### src/rtl/dfr_pkg.sv
package dfr_pkg;

  localparam int unsigned PIX_W = 24;

  typedef enum logic [1:0] {
    ST_WAIT_FRAME = 2'd0,
    ST_LINE       = 2'd1,
    ST_WAIT_LINE  = 2'd2,
    ST_DONE       = 2'd3
  } port_state_e;

  // Reduce a 24-bit RGB pixel to 5/6/5 by keeping the top bits of each channel.
  function automatic logic [15:0] rgb_to_565(input logic [PIX_W-1:0] p);
    return {p[23:19], p[15:10], p[7:3]};
  endfunction

  // Unpacked readout word: flags above the 24-bit pixel field.
  function automatic logic [31:0] status_word(input logic eol, input logic empty,
                                              input logic valid, input logic [PIX_W-1:0] pix);
    return {5'd0, eol, empty, valid, (valid ? pix : {PIX_W{1'b0}})};
  endfunction

  // Packed readout word: n pixels (0..2), first pixel in the low half.
  function automatic logic [31:0] packed_word(input logic [1:0] n, input logic [PIX_W-1:0] p0,
                                              input logic [PIX_W-1:0] p1);
    logic [31:0] w;
    w = 32'd0;
    if (n != 2'd0) w[15:0]  = rgb_to_565(p0);
    if (n == 2'd2) w[31:16] = rgb_to_565(p1);
    return w;
  endfunction

endpackage

### src/rtl/dfr_prefetch.sv
module dfr_prefetch #(
  parameter int unsigned DEPTH = 4,
  parameter int unsigned PIX_W = 24,
  localparam int unsigned CNT_W = $clog2(DEPTH + 1)
) (
  input  logic             clk,
  input  logic             rst_n,
  input  logic             flush,
  input  logic             push,
  input  logic [PIX_W-1:0] push_data,
  input  logic [1:0]       pop_n,
  output logic [CNT_W-1:0] count,
  output logic [PIX_W-1:0] head0,
  output logic [PIX_W-1:0] head1
);

  logic [PIX_W-1:0] slot_q [DEPTH];
  logic [PIX_W-1:0] slot_d [DEPTH];
  logic [CNT_W-1:0] cnt_q;
  logic [CNT_W-1:0] after_pop;

  assign after_pop = cnt_q - CNT_W'(pop_n);

  // Oldest entry stays in slot 0: shift down by the pop count, then append.
  always_comb begin
    for (int i = 0; i < DEPTH; i++) begin
      slot_d[i] = slot_q[i];
      if (pop_n == 2'd1 && (i + 1) < DEPTH) slot_d[i] = slot_q[(i + 1) % DEPTH];
      if (pop_n == 2'd2 && (i + 2) < DEPTH) slot_d[i] = slot_q[(i + 2) % DEPTH];
      if (push && after_pop == CNT_W'(i)) slot_d[i] = push_data;
    end
  end

  always_ff @(posedge clk) begin
    for (int i = 0; i < DEPTH; i++) slot_q[i] <= slot_d[i];
  end

  always_ff @(posedge clk or negedge rst_n) begin
    if (!rst_n)     cnt_q <= '0;
    else if (flush) cnt_q <= '0;
    else            cnt_q <= after_pop + CNT_W'(push);
  end

  assign count = cnt_q;
  assign head0 = slot_q[0];
  assign head1 = slot_q[1 % DEPTH];

  // a read never removes more pixels than are held.
  p_pop_le_count_r5: assert property (@(posedge clk) disable iff (!rst_n)
    (CNT_W'(pop_n) <= cnt_q));

  // the buffer never holds more than its depth.
  p_no_overflow_r4: assert property (@(posedge clk) disable iff (!rst_n)
    (cnt_q <= CNT_W'(DEPTH)));

endmodule

### src/rtl/dfr_seq.sv
module dfr_seq
  import dfr_pkg::*;
#(
  parameter int unsigned DIM_W = 12
) (
  input  logic             clk,
  input  logic             rst_n,
  input  logic             active,
  input  logic             oneshot,
  input  logic [DIM_W-1:0] width,
  input  logic [DIM_W-1:0] height,
  input  logic             cmd_frame,
  input  logic             cmd_line,
  input  logic [1:0]       pop_n,
  input  logic             fetch,
  output port_state_e      state,
  output logic             eol,
  output logic             fetch_allow,
  output logic [DIM_W-1:0] remain
);

  port_state_e      state_q;
  logic [DIM_W-1:0] col_q, fet_q, row_q;
  logic             eol_q;
  logic [DIM_W-1:0] col_next;
  logic             frame_go, line_go, line_done, last_row;

  assign frame_go  = cmd_frame && state_q == ST_WAIT_FRAME;
  assign line_go   = cmd_line  && state_q == ST_WAIT_LINE;
  assign col_next  = col_q + DIM_W'(pop_n);
  assign line_done = state_q == ST_LINE && pop_n != 2'd0 && col_next == width;
  assign last_row  = row_q == height - DIM_W'(1);

  always_ff @(posedge clk or negedge rst_n) begin
    if (!rst_n) begin
      state_q <= ST_WAIT_FRAME;
      col_q <= '0; fet_q <= '0; row_q <= '0; eol_q <= 1'b0;
    end else if (!active) begin
      state_q <= ST_WAIT_FRAME;
      col_q <= '0; fet_q <= '0; row_q <= '0; eol_q <= 1'b0;
    end else begin
      unique case (state_q)
        ST_WAIT_FRAME: if (frame_go) begin
          state_q <= ST_LINE;
          col_q <= '0; fet_q <= '0; row_q <= '0; eol_q <= 1'b0;
        end
        ST_LINE: begin
          col_q <= col_next;
          fet_q <= fet_q + DIM_W'(fetch);
          if (line_done) begin
            eol_q <= 1'b1;
            if (!last_row)    state_q <= ST_WAIT_LINE;
            else if (oneshot) state_q <= ST_DONE;
            else              state_q <= ST_WAIT_FRAME;
          end
        end
        ST_WAIT_LINE: if (line_go) begin
          state_q <= ST_LINE;
          col_q <= '0; fet_q <= '0; row_q <= row_q + DIM_W'(1); eol_q <= 1'b0;
        end
        default: state_q <= ST_DONE;
      endcase
    end
  end

  assign state       = state_q;
  assign eol         = eol_q;
  assign fetch_allow = state_q == ST_LINE && fet_q < width;
  assign remain      = width - col_q;

  // no pixel leaves the port while the end-of-line flag is up.
  p_eol_blocks_r6: assert property (@(posedge clk) disable iff (!rst_n)
    eol_q |-> pop_n == 2'd0);

  // an open line never has reached its width.
  p_col_bound_r6: assert property (@(posedge clk) disable iff (!rst_n)
    (state_q == ST_LINE) |-> col_q < width);

  // pixels are fetched only inside an open line and never past its width.
  p_fetch_in_line_r7: assert property (@(posedge clk) disable iff (!rst_n)
    fetch |-> (state_q == ST_LINE && fet_q < width));

  // a finished one-shot frame stays finished while the port is active.
  p_done_sticky_r8: assert property (@(posedge clk) disable iff (!rst_n)
    (state_q == ST_DONE && active) |=> state_q == ST_DONE);

  // dropping out of the active mode returns to waiting for a frame.
  p_flush_r11: assert property (@(posedge clk) disable iff (!rst_n)
    !active |=> (state_q == ST_WAIT_FRAME && !eol_q));

endmodule

### src/rtl/dfr_readout_port.sv
module dfr_readout_port
  import dfr_pkg::*;
#(
  parameter int unsigned DIM_W = 12,
  parameter int unsigned DEPTH = 4
) (
  input  logic             clk,
  input  logic             rst_n,
  input  logic             cfg_enable,
  input  logic             cfg_reg_route,
  input  logic             cfg_pack,
  input  logic             cfg_oneshot,
  input  logic [DIM_W-1:0] cfg_width,
  input  logic [DIM_W-1:0] cfg_height,
  input  logic             up_valid,
  input  logic [23:0]      up_data,
  output logic             up_ready,
  output logic             st_valid,
  output logic [23:0]      st_data,
  input  logic             st_ready,
  input  logic             host_rd,
  output logic [31:0]      host_rdata,
  input  logic             host_wr,
  input  logic [1:0]       host_wcmd
);

  localparam int unsigned CNT_W = $clog2(DEPTH + 1);

  logic             active, stream_on;
  logic             cmd_frame, cmd_line;
  port_state_e      state;
  logic             eol, fetch_allow;
  logic [DIM_W-1:0] remain;
  logic [CNT_W-1:0] cnt;
  logic [23:0]      head0, head1;
  logic             push, rd_avail, pair_ok, empty_flag;
  logic [1:0]       take_n, pop_n;

  assign active    = cfg_enable && cfg_reg_route;
  assign stream_on = cfg_enable && !cfg_reg_route;
  assign cmd_frame = host_wr && host_wcmd[1];
  assign cmd_line  = host_wr && host_wcmd[0];

  // Read availability: one pixel unpacked; two, or the last one of a line, packed.
  assign pair_ok  = cnt >= CNT_W'(2) && remain >= DIM_W'(2);
  assign take_n   = (cfg_pack && pair_ok) ? 2'd2 : 2'd1;
  assign rd_avail = active && state == ST_LINE &&
                    (cfg_pack ? (pair_ok || (cnt == CNT_W'(1) && remain == DIM_W'(1)))
                              : (cnt != '0));
  assign pop_n    = (host_rd && rd_avail) ? take_n : 2'd0;

  assign up_ready   = stream_on ? st_ready
                                : (active && fetch_allow && cnt < CNT_W'(DEPTH));
  assign push       = active && up_valid && up_ready;
  assign st_valid   = stream_on && up_valid;
  assign st_data    = stream_on ? up_data : 24'd0;
  assign empty_flag = cnt == '0 && !up_valid;

  always_comb begin
    if (!active)       host_rdata = 32'd0;
    else if (cfg_pack) host_rdata = packed_word(rd_avail ? take_n : 2'd0, head0, head1);
    else               host_rdata = status_word(eol, empty_flag, rd_avail, head0);
  end

  dfr_seq #(.DIM_W(DIM_W)) u_seq (
    .clk(clk), .rst_n(rst_n), .active(active), .oneshot(cfg_oneshot),
    .width(cfg_width), .height(cfg_height), .cmd_frame(cmd_frame), .cmd_line(cmd_line),
    .pop_n(pop_n), .fetch(push), .state(state), .eol(eol),
    .fetch_allow(fetch_allow), .remain(remain)
  );

  dfr_prefetch #(.DEPTH(DEPTH), .PIX_W(24)) u_buf (
    .clk(clk), .rst_n(rst_n), .flush(!active), .push(push), .push_data(up_data),
    .pop_n(pop_n), .count(cnt), .head0(head0), .head1(head1)
  );

  // streaming output only appears outside register-route mode.
  p_stream_excl_r2: assert property (@(posedge clk) disable iff (!rst_n)
    st_valid |-> !active);

  // the empty flag never claims empty while a read is possible.
  p_empty_vs_avail_r12: assert property (@(posedge clk) disable iff (!rst_n)
    (active && !cfg_pack && rd_avail) |-> !host_rdata[25]);

endmodule

### config.mk
export PLATFORM = sky130hd
export DESIGN_NAME = dfr_readout_port
export DESIGN_NICKNAME = d
export VERILOG_FILES = /design/src/rtl/dfr_pkg.sv /design/src/rtl/dfr_prefetch.sv /design/src/rtl/dfr_seq.sv /design/src/rtl/dfr_readout_port.sv
export SDC_FILE = /design/constraint.sdc
export NUM_CORES = 1
export LEC_CHECK = 0
export BUFFER_PORTS_ARGS = -buffer_cell sky130_fd_sc_hd__buf_2
export CAP_MARGIN = 20
export CORE_ASPECT_RATIO = 1.25
export CORE_MARGIN = 10
export CORE_UTILIZATION = 40
export CTS_CLUSTER_DIAMETER = 60
export DETAILED_ROUTE_END_ITERATION = 8
export GPL_TIMING_DRIVEN = 0
export PLACE_DENSITY = 0.62
export SYNTH_ARGS = -nofsm -noshare
export SYNTH_HDL_FRONTEND = slang
export SYNTH_SLANG_ARGS = --single-unit
export TNS_END_PERCENT = 50
### constraint.sdc
create_clock -name clk -period 9.7 [get_ports clk]
set_input_delay 2.91 -clock clk [delete_from_list [all_inputs] [get_ports clk]]
set_output_delay 2.91 -clock clk [all_outputs]
set_load 0.02 [all_outputs]
Word level (Yosys, flattened, before mapping)

Memory sizes are Yosys's and may differ from the RTL's.
Cells that the tools add are included.

Memory bits (read-only): 0
Latch bits: 0
Bits in registers: 42
Memory bits (writable): 96
Memories: 1
Bits of input ports: 60

Memory list:

| memory       | words | width | read ports | clocked after Yosys merged registers in | write ports | line               | text |
|---|---|---|---|---|---|---|---|
| u_buf.slot_q | 4     | 24    | 4          | 0                                       | 4           | dfr_prefetch.sv:17 | `logic [PIX_W-1:0] slot_q [DEPTH];` |

Bitwise gates (word level): 0
Shift operators: 0
Reduce and logical (&&, ||, !) cells: 38
Muxes and demuxes: 42
$mul: 0
Equality and inequality tests: 17
Divide/modulo/power cells: 0
Add/subtract/negate cells: 7
Order comparisons: 4

Operators by type and width:

| kind                  | count |
|---|---|
| $mux 24               | 11 |
| $mux 12               | 6 |
| $pmux 12 s3           | 2 |
| $mux 32               | 2 |
| $mux 16               | 2 |
| $logic_and 1x1->1     | 25 |
| $eq 12x12->1          | 2 |
| $pmux 12 s2           | 1 |
| $mux 2                | 9 |
| $add 12x1->12         | 1 |
| $add 12x1->12 const B | 1 |
| $add 12x2->12         | 1 |
| $eq 12x1->1 const B   | 1 |
| $ge 12x2->1 const B   | 1 |
| $lt 12x12->1          | 1 |
| $sub 12x1->12 const B | 1 |
| $sub 12x12->12        | 1 |
| $ne 3x2->1 const B    | 3 |
| $reduce_and 3->1      | 3 |
| $eq 2x2->1 const B    | 3 |
| $eq 3x1->1 const B    | 2 |
| $eq 3x2->1 const B    | 2 |
| $logic_not 3->1       | 2 |
| $mux 1                | 6 |
| other kinds (16)      | 19 |

Longest topological paths before layout

Depth after elaboration: 14
Gate-level depth with buffers: 23
Gate-level depth less buffers: 22

Hierarchy

From an unflattened synthesis, not the netlist that was laid out.

Cells, all modules: 824
Area, all modules: 9,203.8 um^2

Modules (own cells, without submodules):

| module           | times used | area an instance (um^2) | cells each |
|---|---|---|---|
| dfr_prefetch     | 1          | 4,664.5                 | 257 |
| dfr_seq          | 1          | 3,534.6                 | 443 |
| dfr_readout_port | 1          | 1,004.7                 | 124 |

Worst setup path after synthesis

Ideal clock, no wire load.

Path type: input to output
Start point: in cfg_width[0]
End point: out host_rdata[10]
Stages on the path: 13
Required time: 6.790 ns
Path slack: 0.873 ns
Path buffers: 1
Data arrival time: 5.917 ns
Cells stage by stage: inv_1 > ha_1 > inv_1 > fa_1 > a211oi_1 > nor4_1 > or4_1 > a2111oi_0 > nand4_1 > o31ai_1 > a21oi_2 > buf_2 > nor3_1

Longest elaborated chain between the ends: 11
Elaborated cells between the ends (all ways): 16
Classes of those cells: add/sub: 1; order compare: 1; eq/ne: 1; mux: 7; reduce/logical: 6

Ends and longest elaborated chain:

| item                                       | line                                           | text |
|---|---|---|
| start, declared                            | dfr_readout_port.sv:13                         | `input logic [DIM_W-1:0] cfg_width,` |
| $sub 12x12->12 (*)                         | dfr_seq.sv:69                                  | `assign remain = width - col_q;` |
| $ge 12x2->1 or $eq 12x1->1 (tied branches) | dfr_readout_port.sv:45, dfr_readout_port.sv:48 |  |
| $logic_and 1x1->1 (on tied branches)       | dfr_readout_port.sv:45, dfr_readout_port.sv:48 |  |
| $logic_or 1x1->1                           | dfr_readout_port.sv:48                         | `(cfg_pack ? (pair_ok \|\| (cnt == CNT_W'(1) && remain == DIM_W'(1)))` |
| $mux 1                                     | dfr_readout_port.sv:48                         |  |
| $logic_and 1x1->1                          | dfr_readout_port.sv:47                         | `assign rd_avail = active && state == ST_LINE &&` |
| $mux 2                                     | dfr_readout_port.sv:61                         | `else if (cfg_pack) host_rdata = packed_word(rd_avail ? take_n : 2'd0, head0, head1);` |
| $reduce_bool 2->1                          | dfr_pkg.sv:28                                  | `if (n != 2'd0) w[15:0] = rgb_to_565(p0);` |
| $mux 16                                    | dfr_pkg.sv:28                                  |  |
| $mux 32 (*)                                | dfr_readout_port.sv:61                         |  |
| $mux 32 (*)                                | dfr_readout_port.sv:60                         | `if (!active) host_rdata = 32'd0;` |
| end, declared                              | dfr_readout_port.sv:22                         | `output logic [31:0] host_rdata,` |

Every way passes the cells marked *; elsewhere a longest branch is shown, timed or not.

Final worst setup path

Start point: in cfg_width[0]
End point: out host_rdata[6]

Same word-level chain as after synthesis.

==> summary.md <==
| Metric | Value |
|---|---|
| Die width | `153 um` |
| Post-synthesis register bit count | `138` |
| Final Wtd Congestion | `0.887` |
| Wl on met1 | `10.9 mm` |
| CP Capture Type | `output pin` |
| Post-CTS Resized | `0` |
| # Post-CTS Setup Buffers | `0` |
| Clock Root Buffer | `clkbuf_16` |
| Die footprint | `0.0284 sq mm` |
| TritonCTS clock tree | `done` |
| Worst Slack Setup Final | `325 ps` |
| Total GRT Usage | `18.5%` |
| Slew @ Worst Pin | `923 ps` |
| Critical path buffers and inverters | `5` |
| Synth area leaders | `edfxtp_1 (33%), dfrtp_1 (12%), o21ai_0 (5.7%)` |
| Dpl hpwl | `20.3 mm` |
| Worst slack, placed | `385 ps` |
| Pre-antenna DRT Iters | `5` |
| Synth top area share | `32.8%` |
| Post-CTS Hold Buffers | `0` |
| Cell Pwr Density | `138 mW/mm^2` |
| Inserted Clock Buffers | `17` |
| Final Cycle Share | `96.7%` |
| Via density | `5.66` |
| Met2 Routed Length | `14.0 mm` |
| F_max | `0.107 GHz` |
| CP max stage delay | `510 ps` |
| CP max stage cell | `or4_1` |
| Ys Warns | `0` |
| Setup crit start kind | `primary input` |
| Wire length per cell | `19.6 um` |
| Unique masters post-synth | `62` |
| CTS H-Tree Depth | `4` |
| Initial DRC Count | `692` |
| Synth Instances | `937` |
| Synth Net Count | `1031` |
| Max VDD drop | `0.125 mV` |
| Hold WC Path Type | `register to register` |
| Status | `finished, final reports clean` |
| Predominant post-synthesis flop cell | `edfxtp_1` |
| Vias after detailed routing | `7753` |
| Peak fanout along the critical path | `10` |
| Leak pwr | `4.18 nW` |
| Most frequent cells in the layout | `buf_2 (122), o21ai_0 (98), edfxtp_1 (96), nor2_1 (84), nand3_1 (69)` |
| Final core occ | `48.5%` |
| Crit path arrival time | `6470 ps` |
| Initial antenna violation count | `0` |
| Top Metal Used | `met4` |
| Async set-reset flop share out of synthesis | `30.4%` |
| Worst EP required | `6790 ps` |
| Area Growth Syn to Fin | `19.2%` |
| Sink Count | `138` |
| Top cell type by total area after synthesis | `edfxtp_1` |
| Post-synth EDFFs | `96` |
| Initial Util | `40.7%` |
| Row cnt | `60` |
| RSZ-0062 raised after global routing | `false` |
| Die H | `186 um` |
| I/O pins | `118` |
| First-pass GRT wire length | `42.1 mm` |
| DRC errors left | `0` |
| Most used cell, CP | `buf_2` |
| Tmin final | `9380 ps` |
| # setup viols final | `0` |
| Grt ovf | `0` |
| Clk Latency, worst-skew pair | `430 ps` |
| Final WL | `26.8 mm` |
| Clock buffer depth | `2` |
| ANT cells | `0` |
| # nets final | `1171` |
| Largest net degree at the start of global routing | `43` |
| Vias in the first global route | `7822` |
| Sequential cell area | `0.00393 sq mm` |
| Hold Vio Cnt, Final | `0` |
| Reg clk slew, reported paths | `60 ps` |
| CP top delay family | `compound AO/OA/AOI/OAI gates` |
| Max-Slew Margin vs Limit | `38.1%` |
| Sequential share of the synthesized area | `44.7%` |
| Share of post-route cells with drive strength above 1 | `18.2%` |
| Port buffer count | `116` |
| Final-report max-slew violation count | `0` |
| Syn Area/Cell | `9.39 sq um` |
| DR WL met3 | `1.18 mm` |
| CP Cell Sequence | `buf_2 -> inv_1 -> ha_1 -> inv_1 -> fa_1 -> a211oi_1 -> nor4_1 -> or4_1 -> a2111oi_0 -> nand4_1 -> o31ai_1 -> a21oi_2 -> buf_2 -> nor3_1 -> buf_2` |
| MaxCap Viol Count | `0` |
| Filler Cell Count | `2095` |
| Multi-input gate area | `0.00452 sq mm` |
| Floorplan core area | `0.0216 sq mm` |
| Mapped cell area | `0.00880 sq mm` |
| Crit path kind | `primary input to output pin` |
| Final ANT Viol Nets | `0` |
| Fin Clk Skew | `8.37 ps` |
| Most common cell after layout, fill and taps aside | `buf_2` |
==> final cells by class <==
type                            count  area share [%]
Clock inverter                     15            2.00
Clock buffer                       17            4.06
Inverter                           35            1.25
Timing Repair Buffer              121            6.54
Tap cell                          279            3.33
Sequential cell                   138            37.5
Multi-Input combinational cell    709            43.1
Buffer                             55            2.18
==> report_power, final <==
group	switching [mW]	internal (mW)	leakage [nW]
Clock	0.281	0.436	0.313
Sequential	0.000460	0.627	1.45
Combinational	0.0676	0.0393	2.42
==> per-stage QoR <==
| step | area (sq um) | hold slack (ps) | total power [mW] | std cells | TNS [ps] |
|---|---|---|---|---|---|
| after CTS | 10500 | 496 | 1.46 | 1368 | 0 |
| after detailed placement | 9830 | 480 | 0.745 | 1336 | 0 |
| after global routing | 10500 | 526 | 1.50 | 1369 | 0 |
| after floorplan | 8800 | 450 | 0.699 | 937 | 0 |
| after global placement | 9730 | 469 | 0.744 | 1332 | -7180 |
| final | 10500 | 500 | 1.45 | 1369 | 0 |
==> per-layer routing <==
| layer | track usage [%] | vias to the layer above |
|---|---|---|
| met3 | 3.42 | 40 |
| li1 | - | 3750 |
| met2 | 32.9 | 235 |
| met4 | 7.10 | 0 |
| met1 | 21.5 | 3728 |
| met5 | 0 | - |
==> logic make-up after synthesis <==
kind of cell / after synthesis / synth area share, %
simple gates: 347 / 19.7
fa+ha+maj: 34 / 5.09
mux: 42 / 5.15
flops: 138 / 44.7
compound gates: 235 / 16.2
buf+inv: 90 / 4.10
xor+xnor: 51 / 5.08
==> registers in the layout (all words and copies together) (netlist names) <==
| signal | count |
|---|---|
| u_seq.eol | 1 |
| u_seq.col_q | 12 |
| u_buf.slot_q | 96 |
| u_seq.state | 2 |
| u_buf.count | 3 |
| u_seq.fet_q | 12 |
| u_seq.row_q | 12 |
==> Yosys cell counts (26+ instances only) <==
cell	n
o21ai_0	100
edfxtp_1	96
nor2_1	85
nand3_1	69
a31oi_1	58
nand2_1	58
clkbuf_1	44
dfrtp_1	42
inv_1	35
and2_1	32
nor3_1	32
ha_1	31
xnor2_1	27
mux2_2	26
==> worst paths after layout <==
| check | slack [ps] | start | to | cells after the start |
|---|---|---|---|---|
| min in group asynchronous | 2380 | rst_n | u_seq.fet_q[3] | 1 |
| hold reg to reg | 500 | u_seq.eol | u_seq.eol | 2 |
| setup / recovery | 320 | cfg_width[0] | host_rdata[6] | 15 |
| max in group asynchronous | 6830 | rst_n | u_seq.col_q[9] | 2 |
| hold / removal | 500 | u_seq.eol | u_seq.eol | 2 |
| setup reg to reg | 3420 | u_seq.col_q[0] | u_seq.state[0] | 21 |
==> worst register-to-register path: stages, from the launching register on <==
cell and delay, ps:
dfrtp_1 380, ha_1 180, inv_1 60, fa_1 420, a211oi_1 380, nor4_1 100, or4_1 510, a2111oi_0 440
nand4_1 190, nor3_1 300, nor2_1 120, nor2_1 200, ha_1 230, fa_1 270, nand3_1 200, nor4_1 590
and3_1 310, xnor2_1 160, o211ai_1 120, or3_1 470, or2_2 320, o31a_1 240
Power figures use the tool's default switching activity.
